===== src/rtl/rxr_pkg.sv =====
package rxr_pkg;

  typedef enum logic [1:0] {
    FS_IDLE = 2'd0,
    FS_LEN  = 2'd1,
    FS_STAT = 2'd2
  } fill_st_e;

  // status byte bit positions (decoded by the consumer)
  localparam int ST_DD  = 0;
  localparam int ST_EOP = 1;
  localparam int ST_VP  = 3;
  localparam int ST_L4  = 5;
  localparam int ST_L3  = 6;

  // error byte bit positions
  localparam int ER_CRC = 0;
  localparam int ER_FRM = 2;
  localparam int ER_L4  = 5;
  localparam int ER_L3  = 6;
  localparam int ER_DAT = 7;

  typedef struct packed {
    logic       vlan;
    logic       l4_chk;
    logic       l3_chk;
    logic [4:0] err;   // {data, ip, tcp, framing, crc}
  } frm_info_t;

  function automatic logic [7:0] mk_status(input logic eop, input frm_info_t f);
    logic [7:0] s;
    s         = '0;
    s[ST_DD]  = 1'b1;
    s[ST_EOP] = eop;
    s[ST_VP]  = eop & f.vlan;
    s[ST_L4]  = eop & f.l4_chk;
    s[ST_L3]  = eop & f.l3_chk;
    return s;
  endfunction

  function automatic logic [7:0] mk_errors(input logic eop, input frm_info_t f);
    logic [7:0] e;
    e         = '0;
    e[ER_CRC] = eop & f.err[0];
    e[ER_FRM] = eop & f.err[1];
    e[ER_L4]  = eop & f.err[2];
    e[ER_L3]  = eop & f.err[3];
    e[ER_DAT] = eop & f.err[4];
    return e;
  endfunction

  function automatic int thr_level(input logic [1:0] sel, input int depth);
    case (sel)
      2'd0:    return depth / 2;
      2'd1:    return depth / 4;
      default: return depth / 8;
    endcase
  endfunction

endpackage


===== src/rtl/rxr_rst_sync.sv =====
module rxr_rst_sync (
  input  logic clk,
  input  logic rst_n,
  output logic rst_sn
);

  logic [1:0] sync_q;

  always_ff @(posedge clk or negedge rst_n) begin
    if (!rst_n) sync_q <= 2'b00;
    else        sync_q <= {sync_q[0], 1'b1};
  end

  assign rst_sn = sync_q[1];

endmodule


===== src/rtl/rxr_ptr.sv =====
module rxr_ptr #(
  parameter int DEPTH = 16,
  parameter int IDX_W = $clog2(DEPTH)
) (
  input  logic             clk,
  input  logic             rst_n,
  input  logic             tail_we,
  input  logic [IDX_W-1:0] tail_wdata,
  input  logic             head_inc,
  output logic [IDX_W-1:0] head,
  output logic [IDX_W-1:0] tail,
  output logic [IDX_W-1:0] avail
);

  localparam logic [IDX_W-1:0] LAST_IDX = IDX_W'(DEPTH - 1);
  localparam logic [IDX_W:0]   DEPTH_W  = (IDX_W+1)'(DEPTH);

  logic [IDX_W-1:0] head_q, head_d;
  logic [IDX_W-1:0] tail_q, tail_d;
  logic [IDX_W:0]   diff;

  // next state
  always_comb begin
    head_d = head_q;
    if (head_inc) head_d = (head_q == LAST_IDX) ? '0 : head_q + 1'b1;
    tail_d = tail_q;
    if (tail_we) tail_d = tail_wdata;
  end

  // owned-slot count, modulo ring depth
  always_comb begin
    diff = {1'b0, tail_q} - {1'b0, head_q};
    if (tail_q >= head_q) avail = diff[IDX_W-1:0];
    else                  avail = IDX_W'(diff + DEPTH_W);
  end

  // registers
  always_ff @(posedge clk or negedge rst_n) begin
    if (!rst_n) begin
      head_q <= '0;
      tail_q <= '0;
    end else begin
      if (head_inc) head_q <= head_d;
      if (tail_we)  tail_q <= tail_d;
    end
  end

  assign head = head_q;
  assign tail = tail_q;

endmodule


===== src/rtl/rxr_thresh.sv =====
module rxr_thresh #(
  parameter int DEPTH = 16,
  parameter int IDX_W = $clog2(DEPTH)
) (
  input  logic             clk,
  input  logic             rst_n,
  input  logic [1:0]       sel,
  input  logic [IDX_W-1:0] avail,
  output logic             low_evt
);

  import rxr_pkg::*;

  logic [IDX_W:0] level;
  logic           low_now;
  logic           low_q;

  always_comb begin
    level   = (IDX_W+1)'(thr_level(sel, DEPTH));
    low_now = ({1'b0, avail} < level);
  end

  // reset as "already low" so that the empty ring after reset raises nothing
  always_ff @(posedge clk or negedge rst_n) begin
    if (!rst_n) low_q <= 1'b1;
    else        low_q <= low_now;
  end

  assign low_evt = low_now & ~low_q;

endmodule


===== src/rtl/rxr_fill.sv =====
module rxr_fill #(
  parameter int IDX_W     = 4,
  parameter int LEN_W     = 11,
  parameter int BUF_BYTES = 256
) (
  input  logic                clk,
  input  logic                rst_n,
  input  logic                frm_done,
  input  logic [LEN_W-1:0]    frm_len,
  input  rxr_pkg::frm_info_t  frm_info,
  input  logic [IDX_W-1:0]    head,
  input  logic [IDX_W-1:0]    avail,
  output logic                busy,
  output logic                head_inc,
  output logic                wr_len_en,
  output logic                wr_stat_en,
  output logic [IDX_W-1:0]    wr_slot,
  output logic [LEN_W-1:0]    wr_len,
  output logic [7:0]          wr_status,
  output logic [7:0]          wr_errors,
  output logic                ovr_evt
);

  import rxr_pkg::*;

  localparam logic [LEN_W-1:0] BUF_L    = LEN_W'(BUF_BYTES);
  localparam logic [IDX_W-1:0] ONE_SLOT = IDX_W'(1);

  fill_st_e         st_q, st_d;
  logic [LEN_W-1:0] rem_q, rem_d;
  frm_info_t        info_q;
  logic             rem_ld, info_ld;
  logic             ovr_q, ovr_d;
  logic             last_chunk;

  assign last_chunk = (rem_q <= BUF_L);

  // next-state logic
  always_comb begin
    st_d     = st_q;
    rem_d    = rem_q;
    rem_ld   = 1'b0;
    info_ld  = 1'b0;
    ovr_d    = 1'b0;
    head_inc = 1'b0;
    case (st_q)
      FS_IDLE: begin
        if (frm_done) begin
          if (avail == '0) begin
            ovr_d = 1'b1;
          end else begin
            st_d    = FS_LEN;
            rem_d   = frm_len;
            rem_ld  = 1'b1;
            info_ld = 1'b1;
          end
        end
      end
      FS_LEN: begin
        st_d = FS_STAT;
      end
      FS_STAT: begin
        head_inc = 1'b1;
        if (last_chunk) begin
          st_d = FS_IDLE;
        end else begin
          rem_d  = rem_q - BUF_L;
          rem_ld = 1'b1;
          if (avail == ONE_SLOT) begin
            st_d  = FS_IDLE;
            ovr_d = 1'b1;
          end else begin
            st_d = FS_LEN;
          end
        end
      end
      default: st_d = FS_IDLE;
    endcase
  end

  // registers
  always_ff @(posedge clk or negedge rst_n) begin
    if (!rst_n) begin
      st_q   <= FS_IDLE;
      rem_q  <= '0;
      info_q <= '0;
      ovr_q  <= 1'b0;
    end else begin
      st_q  <= st_d;
      ovr_q <= ovr_d;
      if (rem_ld)  rem_q  <= rem_d;
      if (info_ld) info_q <= frm_info;
    end
  end

  // write-back outputs: length first, then status for the same slot
  always_comb begin
    wr_len_en  = (st_q == FS_LEN);
    wr_stat_en = (st_q == FS_STAT);
    wr_slot    = head;
    wr_len     = last_chunk ? rem_q : BUF_L;
    wr_status  = wr_stat_en ? mk_status(last_chunk, info_q) : 8'h00;
    wr_errors  = wr_stat_en ? mk_errors(last_chunk, info_q) : 8'h00;
  end

  assign busy    = (st_q != FS_IDLE);
  assign ovr_evt = ovr_q;

endmodule


===== src/rtl/rxdesc_ring_mgr.sv =====
module rxdesc_ring_mgr #(
  parameter int DEPTH     = 16,
  parameter int LEN_W     = 11,
  parameter int BUF_BYTES = 256,
  localparam int IDX_W    = $clog2(DEPTH)
) (
  input  logic             clk,
  input  logic             rst_n,
  input  logic [1:0]       thr_sel,
  input  logic             tail_we,
  input  logic [IDX_W-1:0] tail_wdata,
  input  logic             frm_done,
  input  logic [LEN_W-1:0] frm_len,
  input  logic             frm_vlan,
  input  logic             frm_l4_chk,
  input  logic             frm_l3_chk,
  input  logic [4:0]       frm_err,
  output logic             busy,
  output logic [IDX_W-1:0] head_idx,
  output logic [IDX_W-1:0] tail_idx,
  output logic             wr_len_en,
  output logic             wr_stat_en,
  output logic [IDX_W-1:0] wr_slot,
  output logic [LEN_W-1:0] wr_len,
  output logic [7:0]       wr_status,
  output logic [7:0]       wr_errors,
  output logic             low_evt,
  output logic             ovr_evt
);

  import rxr_pkg::*;

  logic             rst_sn;
  logic             head_inc;
  logic [IDX_W-1:0] avail;
  frm_info_t        info;

  assign info = '{vlan: frm_vlan, l4_chk: frm_l4_chk, l3_chk: frm_l3_chk, err: frm_err};

  rxr_rst_sync i_rst (
    .clk    (clk),
    .rst_n  (rst_n),
    .rst_sn (rst_sn)
  );

  rxr_ptr #(.DEPTH(DEPTH), .IDX_W(IDX_W)) i_ptr (
    .clk        (clk),
    .rst_n      (rst_sn),
    .tail_we    (tail_we),
    .tail_wdata (tail_wdata),
    .head_inc   (head_inc),
    .head       (head_idx),
    .tail       (tail_idx),
    .avail      (avail)
  );

  rxr_thresh #(.DEPTH(DEPTH), .IDX_W(IDX_W)) i_thr (
    .clk     (clk),
    .rst_n   (rst_sn),
    .sel     (thr_sel),
    .avail   (avail),
    .low_evt (low_evt)
  );

  rxr_fill #(.IDX_W(IDX_W), .LEN_W(LEN_W), .BUF_BYTES(BUF_BYTES)) i_fill (
    .clk        (clk),
    .rst_n      (rst_sn),
    .frm_done   (frm_done),
    .frm_len    (frm_len),
    .frm_info   (info),
    .head       (head_idx),
    .avail      (avail),
    .busy       (busy),
    .head_inc   (head_inc),
    .wr_len_en  (wr_len_en),
    .wr_stat_en (wr_stat_en),
    .wr_slot    (wr_slot),
    .wr_len     (wr_len),
    .wr_status  (wr_status),
    .wr_errors  (wr_errors),
    .ovr_evt    (ovr_evt)
  );

endmodule


===== config.mk =====
export PLATFORM = sky130hd
export DESIGN_NAME = rxdesc_ring_mgr
export DESIGN_NICKNAME = d
export VERILOG_FILES = /design/src/rtl/rxr_pkg.sv /design/src/rtl/rxr_rst_sync.sv /design/src/rtl/rxr_ptr.sv /design/src/rtl/rxr_thresh.sv /design/src/rtl/rxr_fill.sv /design/src/rtl/rxdesc_ring_mgr.sv
export SDC_FILE = /design/constraint.sdc
export NUM_CORES = 1
export LEC_CHECK = 0
export CAP_MARGIN = 10
export CELL_PAD_IN_SITES_DETAIL_PLACEMENT = 1
export CELL_PAD_IN_SITES_GLOBAL_PLACEMENT = 2
export CORE_MARGIN = 4
export CORE_UTILIZATION = 37
export CTS_CLUSTER_SIZE = 10
export DETAILED_ROUTE_END_ITERATION = 8
export DONT_BUFFER_PORTS = 1
export GPL_TIMING_DRIVEN = 0
export HOLD_SLACK_MARGIN = 0.05
export PLACE_DENSITY_LB_ADDON = 0.1
export SYNTH_ARGS = -nofsm -noshare
export SYNTH_HDL_FRONTEND = slang
export SYNTH_SLANG_ARGS = --single-unit

===== constraint.sdc =====
create_clock -name clk -period 2.95 [get_ports clk]
set_clock_uncertainty 0.2 [all_clocks]
set_input_delay 0.1475 -clock clk [delete_from_list [all_inputs] [get_ports clk]]
set_output_delay 0.1475 -clock clk [all_outputs]
set_load 0.02 [all_outputs]

**Word level (Yosys, flattened, before mapping)**

Index checks and enable logic that the tools add are counted.

- Bitwise operators: 10
- Equal/unequal tests: 8
- Magnitude comparators: 3
- Muxes and demuxes: 26
- Reductions and logical operators: 7
- Add/subtract/negate cells: 4

Operators by type and width:

| cell | number |
|---|---|
| 11-bit 2-to-1 mux | 4 |
| 11-bit one-hot mux with 2 select lines | 1 |
| 11-bit by 9-bit <= comparator with 1-bit output (second input constant) | 1 |
| 11-bit by 9-bit subtractor with 11-bit output (second input constant) | 1 |
| 1-bit 2-to-1 mux | 10 |
| 1-bit AND | 9 |
| 4-bit by 1-bit adder with 4-bit output (second input constant) | 2 |
| 4-bit 2-to-1 mux | 2 |
| 8-bit 2-to-1 mux | 1 |
| 4-bit one-hot mux with 2 select lines | 1 |
| 7-bit 2-to-1 mux | 1 |
| 2-bit 2-to-1 mux | 3 |
| 2-bit != test (second input constant) | 3 |
| 2-bit one-hot mux with 3 select lines | 1 |
| 5-bit AND reduction | 1 |
| 2-bit by 1-bit == test with 1-bit output (second input constant) | 2 |
| 4-bit by 1-bit == test with 1-bit output (second input constant) | 1 |
| 4-bit == test (second input constant) | 1 |
| 4-bit greater-or-equal comparator | 1 |
| 2-bit zero test | 2 |
| 4-bit zero test | 1 |
| 4-bit less-than comparator | 1 |
| 1-bit one-hot mux with 2 select lines | 2 |
| 2-bit nonzero test | 2 |
| other kinds (4) | 4 |

- Register bits after elaboration: 33
- Input bits: 29

**Longest topological paths before layout**

Gate-level depths: netlist of the first run.

- Word-level depth: 8
- Depth in mapped cells: 11
- Mapped depth without buffers: 9

**Modules after synthesis**

Synthesis of the first run repeated with hierarchy kept, for this count alone.

- Cells, all modules: 165
- Area, all modules: 1889.3 um2

Modules (own cells, without submodules):

| module | area each (um2) | seq. area each (um2) | times used | cells each |
|---|---|---|---|---|
| rxr_fill | 1301.2 | 550.5 | 1 | 112 |
| rxr_ptr | 441.7 | 200.2 | 1 | 41 |
| rxr_thresh | 92.6 | 26.3 | 1 | 9 |
| rxr_rst_sync | 53.8 | 50.0 | 1 | 3 |

**Worst setup path after synthesis of the first run**

No wires, ideal clock.

- Kind: register to register
- Start point: register i_ptr.head_q[0] (netlist: i_ptr.head[0])
- End point: register i_fill.rem_q[9]
- Clock period less this slack: 2.687 ns
- Path slack: 0.263 ns
- Buffers on the path: 2
- Data arrival time: 2.361 ns
- Setup time: 0.126 ns
- Cell stages (with the launch flop): 11
- Path through: dfrtp_1 -> ha_1 -> inv_1 -> fa_1 -> xor2_1 -> nor2_2 -> nand4b_4 -> and2_1 -> buf_6 -> buf_8 -> a221o_1

- Word-level cells in the longest chain between the ends: 8
- Elaborated cells on any way between the ends: 10
- Those cells by class: add/sub: 2; order compare: 1; eq/ne: 1; mux: 4; reduce/logical: 2

RTL lines:

| what | line | RTL |
|---|---|---|
| from (decl) | rxr_ptr.sv:18 | `logic [IDX_W-1:0] head_q, head_d;` |
| from (signal assigned) | rxr_ptr.sv:40 | `head_q <= '0;` |
| from (signal assigned) | rxr_ptr.sv:43 | `if (head_inc) head_q <= head_d;` |
| 4-bit subtractor | rxr_ptr.sv:32 | `diff = {1'b0, tail_q} - {1'b0, head_q};` |
| 4-bit by 1-bit adder with 4-bit output | rxr_ptr.sv:34 | `else avail = IDX_W'(diff + DEPTH_W);` |
| 4-bit 2-to-1 mux (*) | rxr_ptr.sv:33 | `if (tail_q >= head_q) avail = diff[IDX_W-1:0];` |
| 4-bit zero test (*) | rxr_fill.sv:49 | `if (avail == '0) begin` |
| 1-bit 2-to-1 mux | rxr_fill.sv:49 |  |
| 1-bit 2-to-1 mux | rxr_fill.sv:48 | `if (frm_done) begin` |
| 1-bit one-hot mux with 2 select lines | rxr_fill.sv:46 | `case (st_q)` |
| 5-bit AND reduction (no line) (*) | n/a |  |
| to (signal assigned) | rxr_fill.sv:91 | `if (rem_ld) rem_q <= rem_d;` |
| to (decl) | rxr_fill.sv:30 | `logic [LEN_W-1:0] rem_q, rem_d;` |

Mark *: on every way between the ends. The rest lies on a longest branch, timed or not.
A chain may end at the register's enable or synchronous reset.

**Worst setup path in the final report of the first run**

- Start point: register i_ptr.tail_q[0] (netlist: i_ptr.tail[0])
- End point: register i_fill.rem_q[9]

- Word-level cells in the longest chain between the ends: 8
- Elaborated cells on any way between the ends: 10
- Those cells by class: add/sub: 2; order compare: 1; eq/ne: 1; mux: 4; reduce/logical: 2

RTL lines:

| what | line | RTL |
|---|---|---|
| from (decl) | rxr_ptr.sv:19 | `logic [IDX_W-1:0] tail_q, tail_d;` |
| from (signal assigned) | rxr_ptr.sv:44 | `if (tail_we) tail_q <= tail_d;` |
| 4-bit subtractor | rxr_ptr.sv:32 |  |
| 4-bit by 1-bit adder with 4-bit output | rxr_ptr.sv:34 |  |
| 4-bit 2-to-1 mux (*) | rxr_ptr.sv:33 |  |
| 4-bit zero test (*) | rxr_fill.sv:49 |  |
| 1-bit 2-to-1 mux | rxr_fill.sv:49 |  |
| 1-bit 2-to-1 mux | rxr_fill.sv:48 |  |
| 1-bit one-hot mux with 2 select lines | rxr_fill.sv:46 |  |
| 5-bit AND reduction (no line) (*) | n/a |  |

Marked as above.

==> results.txt, run 1 <==
* Synthesized cell area: around 0.0018 mm²
* Syn Inst Count: 165
* TritonRoute pass-1 iters: 3
- CTS clock-pin slew for the worst setup and hold paths: 0.07 ns
- At the pin with the least slew margin, the transition time is 0.616 ns.
- For this design the ratio of total power to cell area is 1040 mW/mm².
- The repair_antennas step left the layout with diodes totalling 0.
- Layout filler cell count: 511
* Fraction of layout instances using a drive strength above 1: 27.8%
- Adder and majority gate portion of the synthesized area: between 6 and 7%
- Delay of the slowest cell on the worst path: 0.46 ns
- The worst setup path is captured at a flop.
- Initial core utilization: 38.4%
- No sink is reached through more buffers than the 2 on the longest clock path.
- TritonCTS built the clock tree.
- At the end of routability-driven placement, the weighted congestion stood at around 0.73.
- Maximum clock rate: 0.361 GHz
* Parity-gate share of the synthesized area counting xor and xnor cells: roughly 1.9%
- Dominant combinational cell family by area after synthesis: simple AND/OR/NAND/NOR gates
- Using the TritonRoute via totals, the vias-per-cell ratio works out to 4.83.
- In the synthesized netlist the dominant register cell turns out to be sky130_fd_sc_hd__dfrtp_1.
- Input and output buffers added on the ports amount to 0.
- For this run, the number of standard cells in the final layout without fillers is 276.
- Number of unique standard cell types used by synthesis: 40
- Across all hold checks on the routed design, the worst slack comes to 0.0573 ns.
- Number of H-tree branching levels: 2
* Outcome: finished clean
- The final layout contains routed wiring with a total length of 4300 µm.
- The number of antenna violations at the first check in global routing is 0.
- Counting the buffers created by CTS gives 5.
* Tcrit/Tclk final: 94.0%
* Final HPWL DP: 3210 µm
- Across the VDD grid, the largest voltage drop is 0.410 mV.
- Setup repair after global routing left no endpoint under its margin.
- The Yosys step of the flow raised 0 warnings.
* Instance area after placement: 0.00195 mm²
* Final hold violations: 0
- The via count of the first global-routing pass is 1,502.
- Traced cell by cell, the critical path runs through inv_1 > ha_1 > inv_1 > fa_2 > xor2_2 > nor2_2 > nand4b_4 > and2_1 > buf_6 > buf_8 > a221o_1.
- Including well taps, the total number of placed cells is 239.
- Async set-or-reset flop fraction in the synthesized netlist: 100%
- Largest driver fanout on the critical path: 10
* Number of standard-cell rows in the floorplan: 25
- STA puts the critical path data arrival time at 2.73 ns.
* Worst path bufs/invs: 4
* Leakage dissipation: 0.00110 µW
- Number of enable-type register cells in the synthesized netlist: 0
* Source-to-sink clock delay at the later pin of the worst-skew pair: 0.28 ns
- Remaining global-route overflow: 0
* Setup tns final: 0 ns
- A synthesized cell averages 11.0 µm².
* Number of remaining DRC errors: 0
- Vias post-DR: 1,334
- Among the stages of the critical path, the cell type that occurs most often is sky130_fd_sc_hd__inv_1.
* Area fraction in compound gates after synthesis: 7.87%
* Cell type of the slowest stage on the worst timing path: sky130_fd_sc_hd__dfrtp_2
* Average routed wire per standard cell: 15.6 µm
- Num Clock Sinks: 33
* Setup violations, final: 0
* Area of the core: 0.00472 mm²
- Measured against its own limit, the worst slew margin works out to around 59%.
- First-pass GRT wire length: 7210 µm
- Number of top-level pins: 73
- Multiplexer cells account for 11.8% of the synthesized area.
- From synthesis to final layout, the design area changed by 30.9%.
- Synthesis inferred 33 register bits.
* GRT Total Usage: 15.2%
- Die extent in y: between 70 and 80 µm
* Fin crit period: 2.77 ns
- For the worst setup path, the data required time is roughly 2.9 ns.
* Commonest non-fill, non-tap cells in the layout: sky130_fd_sc_hd__dlygate4sd3_1, sky130_fd_sc_hd__dfrtp_1, sky130_fd_sc_hd__mux2_2
- After Yosys synthesis, and, or, nand and nor cells account for between 10% and 20% of the synthesized area.
- After the last flow step, the layout net total stands at 246.
* DRT antenna net count: 0
- Kind of cell with the highest combined delay on the critical path: adder cells
* Final slew viol count: 0
- The critical path in this run is classified as flop to flop.
* Clock root cell: sky130_fd_sc_hd__clkbuf_8
* Worst hold path class: flop to async pin
- Setup crit start kind: flop
- Sequential element share of the synthesized area: 45.6%
* Max capacitance violation total: 0
- Die Wd: 78 µm
* Final instance area: about 0.0024 mm²
* Total Die Area: ~0.0061 mm²
- Initial drt markers: 57
- Entering global routing, the biggest net connects 22 pins.
- Commonest non-fill, non-tap cell in the layout: sky130_fd_sc_hd__dlygate4sd3_1
stage by stage:
stage               worst slack, ns  utilization [%]  total power, µW
floorplan                     0.263                -             1770
global placement             0.0883             40.6             1950
detailed placement           0.0303             41.2             2010
CTS                          0.0323             49.7             2460
global route            0.000000666             50.3             2700
finish                        0.177             50.3             2470
synthesized netlist by cell type (all sizes together) (2+ instances only):
library cell | n | area (µm²)
dfrtp | 32 | 801
mux2 | 19 | 214
buf | 14 | 116
and2 | 11 | 68.8
inv | 11 | 41.3
and3 | 8 | 50.1
ha | 8 | 100
a21oi | 6 | 30.0
nand2 | 5 | 18.8
nor2 | 5 | 21.3
clkbuf | 4 | 15.0
nor2b | 4 | 25.0
o21ai | 4 | 20.0
nand2b | 3 | 18.8
nor3 | 3 | 15.0
a21o | 2 | 15.0
conb | 2 | 7.51
nor4 | 2 | 12.5
or2 | 2 | 12.5
xnor2 | 2 | 17.5
xor2 | 2 | 17.5
power breakdown:
group          switching, µW  internal (µW)  total (µW)
clock                    157            211         368
combinational            663            572        1240
sequential               211            659         869
sequential cells by signal (all words and copies together) (netlist names):
register and count:
i_fill.info_q 8, i_fill.ovr_evt 1, i_fill.rem_q 11, i_fill.st_q 2, i_ptr.head 4, i_ptr.tail 4, i_rst.sync_q 2, i_thr.low_q 1
final cells by class:
class | instances | area, µm² | area share [%]
Clock buffer | 7 | 96.3 | 4.06
Multi-Input combinational cell | 109 | 866 | 36.5
Timing Repair Buffer | 30 | 318 | 13.4
Buffer | 18 | 131 | 5.54
Sequential cell | 33 | 832 | 35.1
Tap cell | 67 | 83.8 | 3.53
Inverter | 11 | 41.3 | 1.74
Clock inverter | 1 | 5.00 | 0.211
repair_timing:
item	CTS	global route
setup endpoints to repair	1	3
pin swaps	1	1
hold buffers	29	0
buffers inserted	0	0
endpoints found under the hold margin	36	0
gates resized for setup	4	8
cell families (layout without fill, tap and decap cells):
| kind of cell | Yosys count | count (layout) |
|---|---|---|
| simple gates | 48 | 48 |
| buf+inv | 29 | 67 |
| fa+ha+maj | 9 | 9 |
| other cells | 2 | 8 |
| mux | 19 | 19 |
| xor+xnor | 4 | 4 |
| flops | 33 | 33 |
| compound gates | 21 | 21 |
metal layers:
| metal | vias up | global-route usage, % | wire, µm |
|---|---|---|---|
| met2 | 47 | 26.5 | 2170 |
| met4 | 0 | 4.37 | 64 |
| li1 | 627 | - | - |
| met3 | 7 | 4.52 | 267 |
| met1 | 653 | 18.1 | 1810 |
| met5 | - | 0 | 0 |
worst paths after layout:
| check | slack, ns | to | start | depth (start not counted) |
|---|---|---|---|---|
| max | 0.18 | i_fill.rem_q[9]$_DFFE_PN0P_ | i_ptr.tail[0]$_DFFE_PN0P_ | 11 |
| min | 0.06 | i_ptr.head[0]$_DFFE_PN0P_ | i_rst.sync_q[1]$_DFF_PN0_ | 1 |
| max reg2reg | 0.18 | i_fill.rem_q[9]$_DFFE_PN0P_ | i_ptr.tail[0]$_DFFE_PN0P_ | 11 |
| min reg2reg | 0.06 | i_ptr.head[0]$_DFFE_PN0P_ | i_rst.sync_q[1]$_DFF_PN0_ | 1 |
| max in group asynchronous | 1.55 | i_ptr.tail[0]$_DFFE_PN0P_ | i_rst.sync_q[1]$_DFF_PN0_ | 1 |
| min in group clk | 0.08 | i_fill.ovr_evt$_DFF_PN0_ | frm_done | 4 |
worst reg2reg max path, cell delays in order, from the launching register on:
cell	delay [ns]
sky130_fd_sc_hd__dfrtp_2	0.46
sky130_fd_sc_hd__inv_1	0.10
sky130_fd_sc_hd__ha_1	0.16
sky130_fd_sc_hd__inv_1	0.06
sky130_fd_sc_hd__fa_2	0.35
sky130_fd_sc_hd__xor2_2	0.16
sky130_fd_sc_hd__nor2_2	0.17
sky130_fd_sc_hd__nand4b_4	0.15
sky130_fd_sc_hd__and2_1	0.19
sky130_fd_sc_hd__buf_6	0.14
sky130_fd_sc_hd__buf_8	0.15
sky130_fd_sc_hd__a221o_1	0.35
Note: power is estimated with default switching activity, not from simulation.
==> run 2, diff against run 1 <==
--- a/config.mk
+++ b/config.mk
@@ -9,7 +9,7 @@
 export CELL_PAD_IN_SITES_DETAIL_PLACEMENT = 1
 export CELL_PAD_IN_SITES_GLOBAL_PLACEMENT = 2
 export CORE_MARGIN = 4
-export CORE_UTILIZATION = 37
+export CORE_UTILIZATION = 40
 export CTS_CLUSTER_SIZE = 10
 export DETAILED_ROUTE_END_ITERATION = 8
 export DONT_BUFFER_PORTS = 1
==> constraint.sdc (replaced) <==
create_clock -name clk -period 3.5 [get_ports clk]
set_clock_uncertainty 0.2 [all_clocks]
set_input_delay 0.175 -clock clk [delete_from_list [all_inputs] [get_ports clk]]
set_output_delay 0.175 -clock clk [all_outputs]
set_load 0.02 [all_outputs]
==> run 2 against run 1 <==
Effect of this change:
- sequential share of layout area rose by 0.92 points
- non-clock buffer count down 2
- register-to-register slack gained 0.39 ns
- clock power increased by 1%
- via count increased by 0.97%
- core utilization increased by 2.3 points
- flip-flop and latch count did not move
- clock-buffer cell count shrank 1
- critical path type is now flop to output pin
- largest power group unchanged
==> results.txt, run 2 (synthesis gave the netlist of run 1 again) <==
- Setup crit start kind: flop
- The number of vias in the routed layout is 1,347 (+0.97%).
* Initial drt markers: 56 (-1.8%)
* Element type at the critical path end: output pin
- The number of buffers on the longest clock path was 2 (unchanged).
* Commonest non-fill, non-tap cells in the layout: sky130_fd_sc_hd__dfrtp_1, sky130_fd_sc_hd__dlygate4sd3_1, sky130_fd_sc_hd__mux2_2
- Number of CTS-inserted buffers: 5 (unchanged)
- The die height is 75.3 µm (-3.4%).
- Post-cts hold buffer count: 28 (-3.4%)
* Clock root cell: sky130_fd_sc_hd__clkbuf_8
* Worst path bufs/invs: 1 (-3)
* Commonest non-fill, non-tap cell in the layout: sky130_fd_sc_hd__dfrtp_1
- The post-detailed-placement half-perimeter wirelength is 3100 µm (-3.4%).
* Layout net count: 244 (-0.81%)
- Number of standard cells in the final layout excluding fillers: 259 (-6.2%)
- Register containing the most flip-flops in the final layout: i_fill.rem_q
- The flip-flop count of the largest register after layout was 11 (unchanged).
* Num Clock Sinks: 33 (unchanged)
- The critical path goes through ha_1 > inv_1 > fa_1 > xor2_1 > ha_1 > a21o_1 > a21oi_1 > nor2b_1.
- The overflow left after global routing is 0 (unchanged).
* Power share of the combinational group: 47.1% (-2.9 points)
- The arrival time at the worst endpoint is 2.77 ns (+0.04 ns).
- The critical path required time came to 3.12 ns (+0.21 ns).
* Type of the setup path with the least slack: flop to output pin
- Start point of the critical path: i_ptr.head[0]$_DFFE_PN0P_
- The starting density of the core was 41.4% (+3.0 points).
- The min-delay analysis places its worst path in the category input port to flop.
- The final RePlAce weighted congestion was 0.729 (+0.51%).
* Antenna violations before repair: 0 (unchanged)
- Instance count along the most critical hold path: 4
- Total of cells resized after clock tree synthesis: 0 (-4)
* Post-CTS setup repair buffer count: 0 (unchanged)
- Number of H-tree branching levels: 2 (unchanged)
- TritonRoute pass-1 iters: 4 (+1)
* First-pass GRT wire length: 6870 µm (-4.7%)
- Min-Delay Startpoint: frm_done
- Final slew viol count: 0 (unchanged)
- Die Wd: 75.3 µm (-3.4%)
* Switching portion of total power: 41.1% (-0.61 points)
* Power spent charging and discharging nets: 857 µW (-17%)
- Outcome: finished clean
- RSZ-0062 raised after global routing: no
- Number of remaining DRC errors: 0 (unchanged)
- Largest driver fanout on the critical path: 8 (-2)
- Source-to-sink clock delay at the later pin of the worst-skew pair: 0.28 ns (about the same)
- Kind of cell with the highest combined delay on the critical path: adder cells
- Number of top-level pins: 73 (unchanged)
- The count of nets left with antenna violations after detail routing is 0 (unchanged).
- Fin crit period: 3.14 ns
* Proportion of power drawn by the clock network: 17.8% (+2.9 points)
- The path with the worst hold slack has its endpoint at i_fill.ovr_evt$_DFF_PN0_.
- Worst reg-to-reg path cell count: 8 (-3)
- Worst reg-to-reg setup slack: 0.57 ns (+0.39 ns)
- Setup violations, final: 0 (unchanged)
- The vias per cell is 5.20 (+7.6%).
- Tcrit/Tclk final: between 80% and 90%
- Average routed wire per standard cell: 16.6 µm (+6.5%)
- The longest individual stage delay on the worst path was 0.60 ns (+0.14 ns).
- Max capacitance violation total: 0 (unchanged)
- Cell Pwr Density: 906 mW/mm² (-13%)
* Total inserted antenna cells: 0 (unchanged)
* Smallest setup slack after layout: 0.355 ns (+0.178 ns)
- Fraction of layout instances using a drive strength above 1: 22.7% (-5.0 points)
- Total Die Area: 0.00567 mm² (-6.7%)
* Maximum clock rate: 0.318 GHz
- The clock edge transition at the registers on the reported setup and hold paths came to 0.07 ns (about the same).
- The number of input and output port buffers inserted came to 0 (unchanged).
- Worst reg2reg path endpoint: i_thr.low_q$_DFF_PN1_
- Start of the worst register-to-register path: i_ptr.head[0]$_DFFE_PN0P_
* Placed cell count: 223 (-6.7%)
- Actual transition at the worst max-transition pin: 0.691 ns (+0.0749 ns)
* GRT Total Usage: 16.1% (+0.92 points)
* Layout filler cell count: 494 (-3.3%)
- The core region area is 0.00438 mm² (-7.2%).
- The number of hold violations in the final report is 0 (unchanged).
- In this design, the critical path's most frequently occurring cell is sky130_fd_sc_hd__ha_1.
- Regs by FF count: i_fill.rem_q: 11 flops, i_fill.info_q: 8 flops
* Cell type of the slowest stage on the worst timing path: sky130_fd_sc_hd__dfrtp_1
- The static power due to leakage is 0.00108 µW (-1.6%).
- The headroom to the max-slew limit was 53.9% (-5.0 points).
- Vias in the first global route: 1,444 (-3.9%)
- The relative contribution of sequential cells to total power came to 35.1% (about the same).
- The cell internal power dissipation is 1230 µW (-15%).
- The pin count of the biggest net entering global routing was 32 (+45%).
- Setup tns final: 0 ns (unchanged)
- TritonCTS clock tree: yes
- DRT Wirelength: 4300 µm (about the same)
- VDD IR-drop max: 0.368 mV (-10%)
- DP Worst Slack: 0.587 ns (+0.557 ns)
* Number of standard-cell rows in the floorplan: 24 (-4.0%)
- Relative to the synthesized area, the layout overhead comes to 27.0%.
-- run 2: cell types whose count changed in the layout (fill, tap and decap cells not counted), sizes merged --
cell	previous run	this run
bufinv	0	1
clkbuf	11	10
buf	15	14
clkinvlp	0	1
clkinv	1	0
dlygate4sd3	29	28
-- run 2: worst max-delay path by stage --
| stage | slack, ns | to | depth (start not counted) |
|---|---|---|---|
| floorplan | 0.81 | i_fill.rem_q[9]$_DFFE_PN0P_ | 10 |
| global placement | 0.64 | i_fill.rem_q[9]$_DFFE_PN0P_ | 10 |
| detailed placement | 0.59 | i_fill.rem_q[9]$_DFFE_PN0P_ | 10 |
| CTS | 0.31 | low_evt | 8 |
| global route | 0.13 | low_evt | 8 |
| finish | 0.36 | low_evt | 8 |
-- run 2: worst min-delay path: stages --
cell and delay (ns):
sky130_fd_sc_hd__inv_1 0.03, sky130_fd_sc_hd__nor2_1 0.10, sky130_fd_sc_hd__a21oi_1 0.16, sky130_fd_sc_hd__nor2_1 0.05
-- run 2: cell type report --
class | instances | area [µm²] | share of cell area (%)
Buffer | 18 | 131 | 5.71
Sequential cell | 33 | 828 | 36.0
Inverter | 11 | 41.3 | 1.79
Clock inverter | 2 | 37.5 | 1.63
Tap cell | 52 | 65.1 | 2.83
Timing Repair Buffer | 28 | 280 | 12.2
Clock buffer | 6 | 82.6 | 3.59
Multi-Input combinational cell | 109 | 836 | 36.3
-- run 2: metal layers --
| layer | GRT usage, % | wire length, µm |
|---|---|---|
| met1 | 18.9 | 1780 |
| met2 | 27.3 | 2090 |
| met3 | 5.28 | 331 |
| met4 | 6.21 | 96 |
| met5 | 0 | 0 |
-- run 2: power by group through the flow --
stage               clock [µW]  sequential, µW  combinational [µW]
floorplan                    0             692                 800
global placement             0             724                 913
detailed placement           0             742                 942
CTS                        387             734                 993
global route               406             762                1090
finish                     372             731                 982
-- run 2: metrics by stage --
stage	power [µW]	util [%]	area (µm²)	hold WS (ns)
6_report	2090	52.5	2300	0.0740
4_1_cts	2110	52.5	2300	0.0601
3_5_place_dp	1680	43.4	1900	-0.321
2_1_floorplan	1490	-	1840	-0.321
5_1_grt	2260	52.5	2300	0.0854
3_3_place_gp	1640	43.4	1900	-0.321
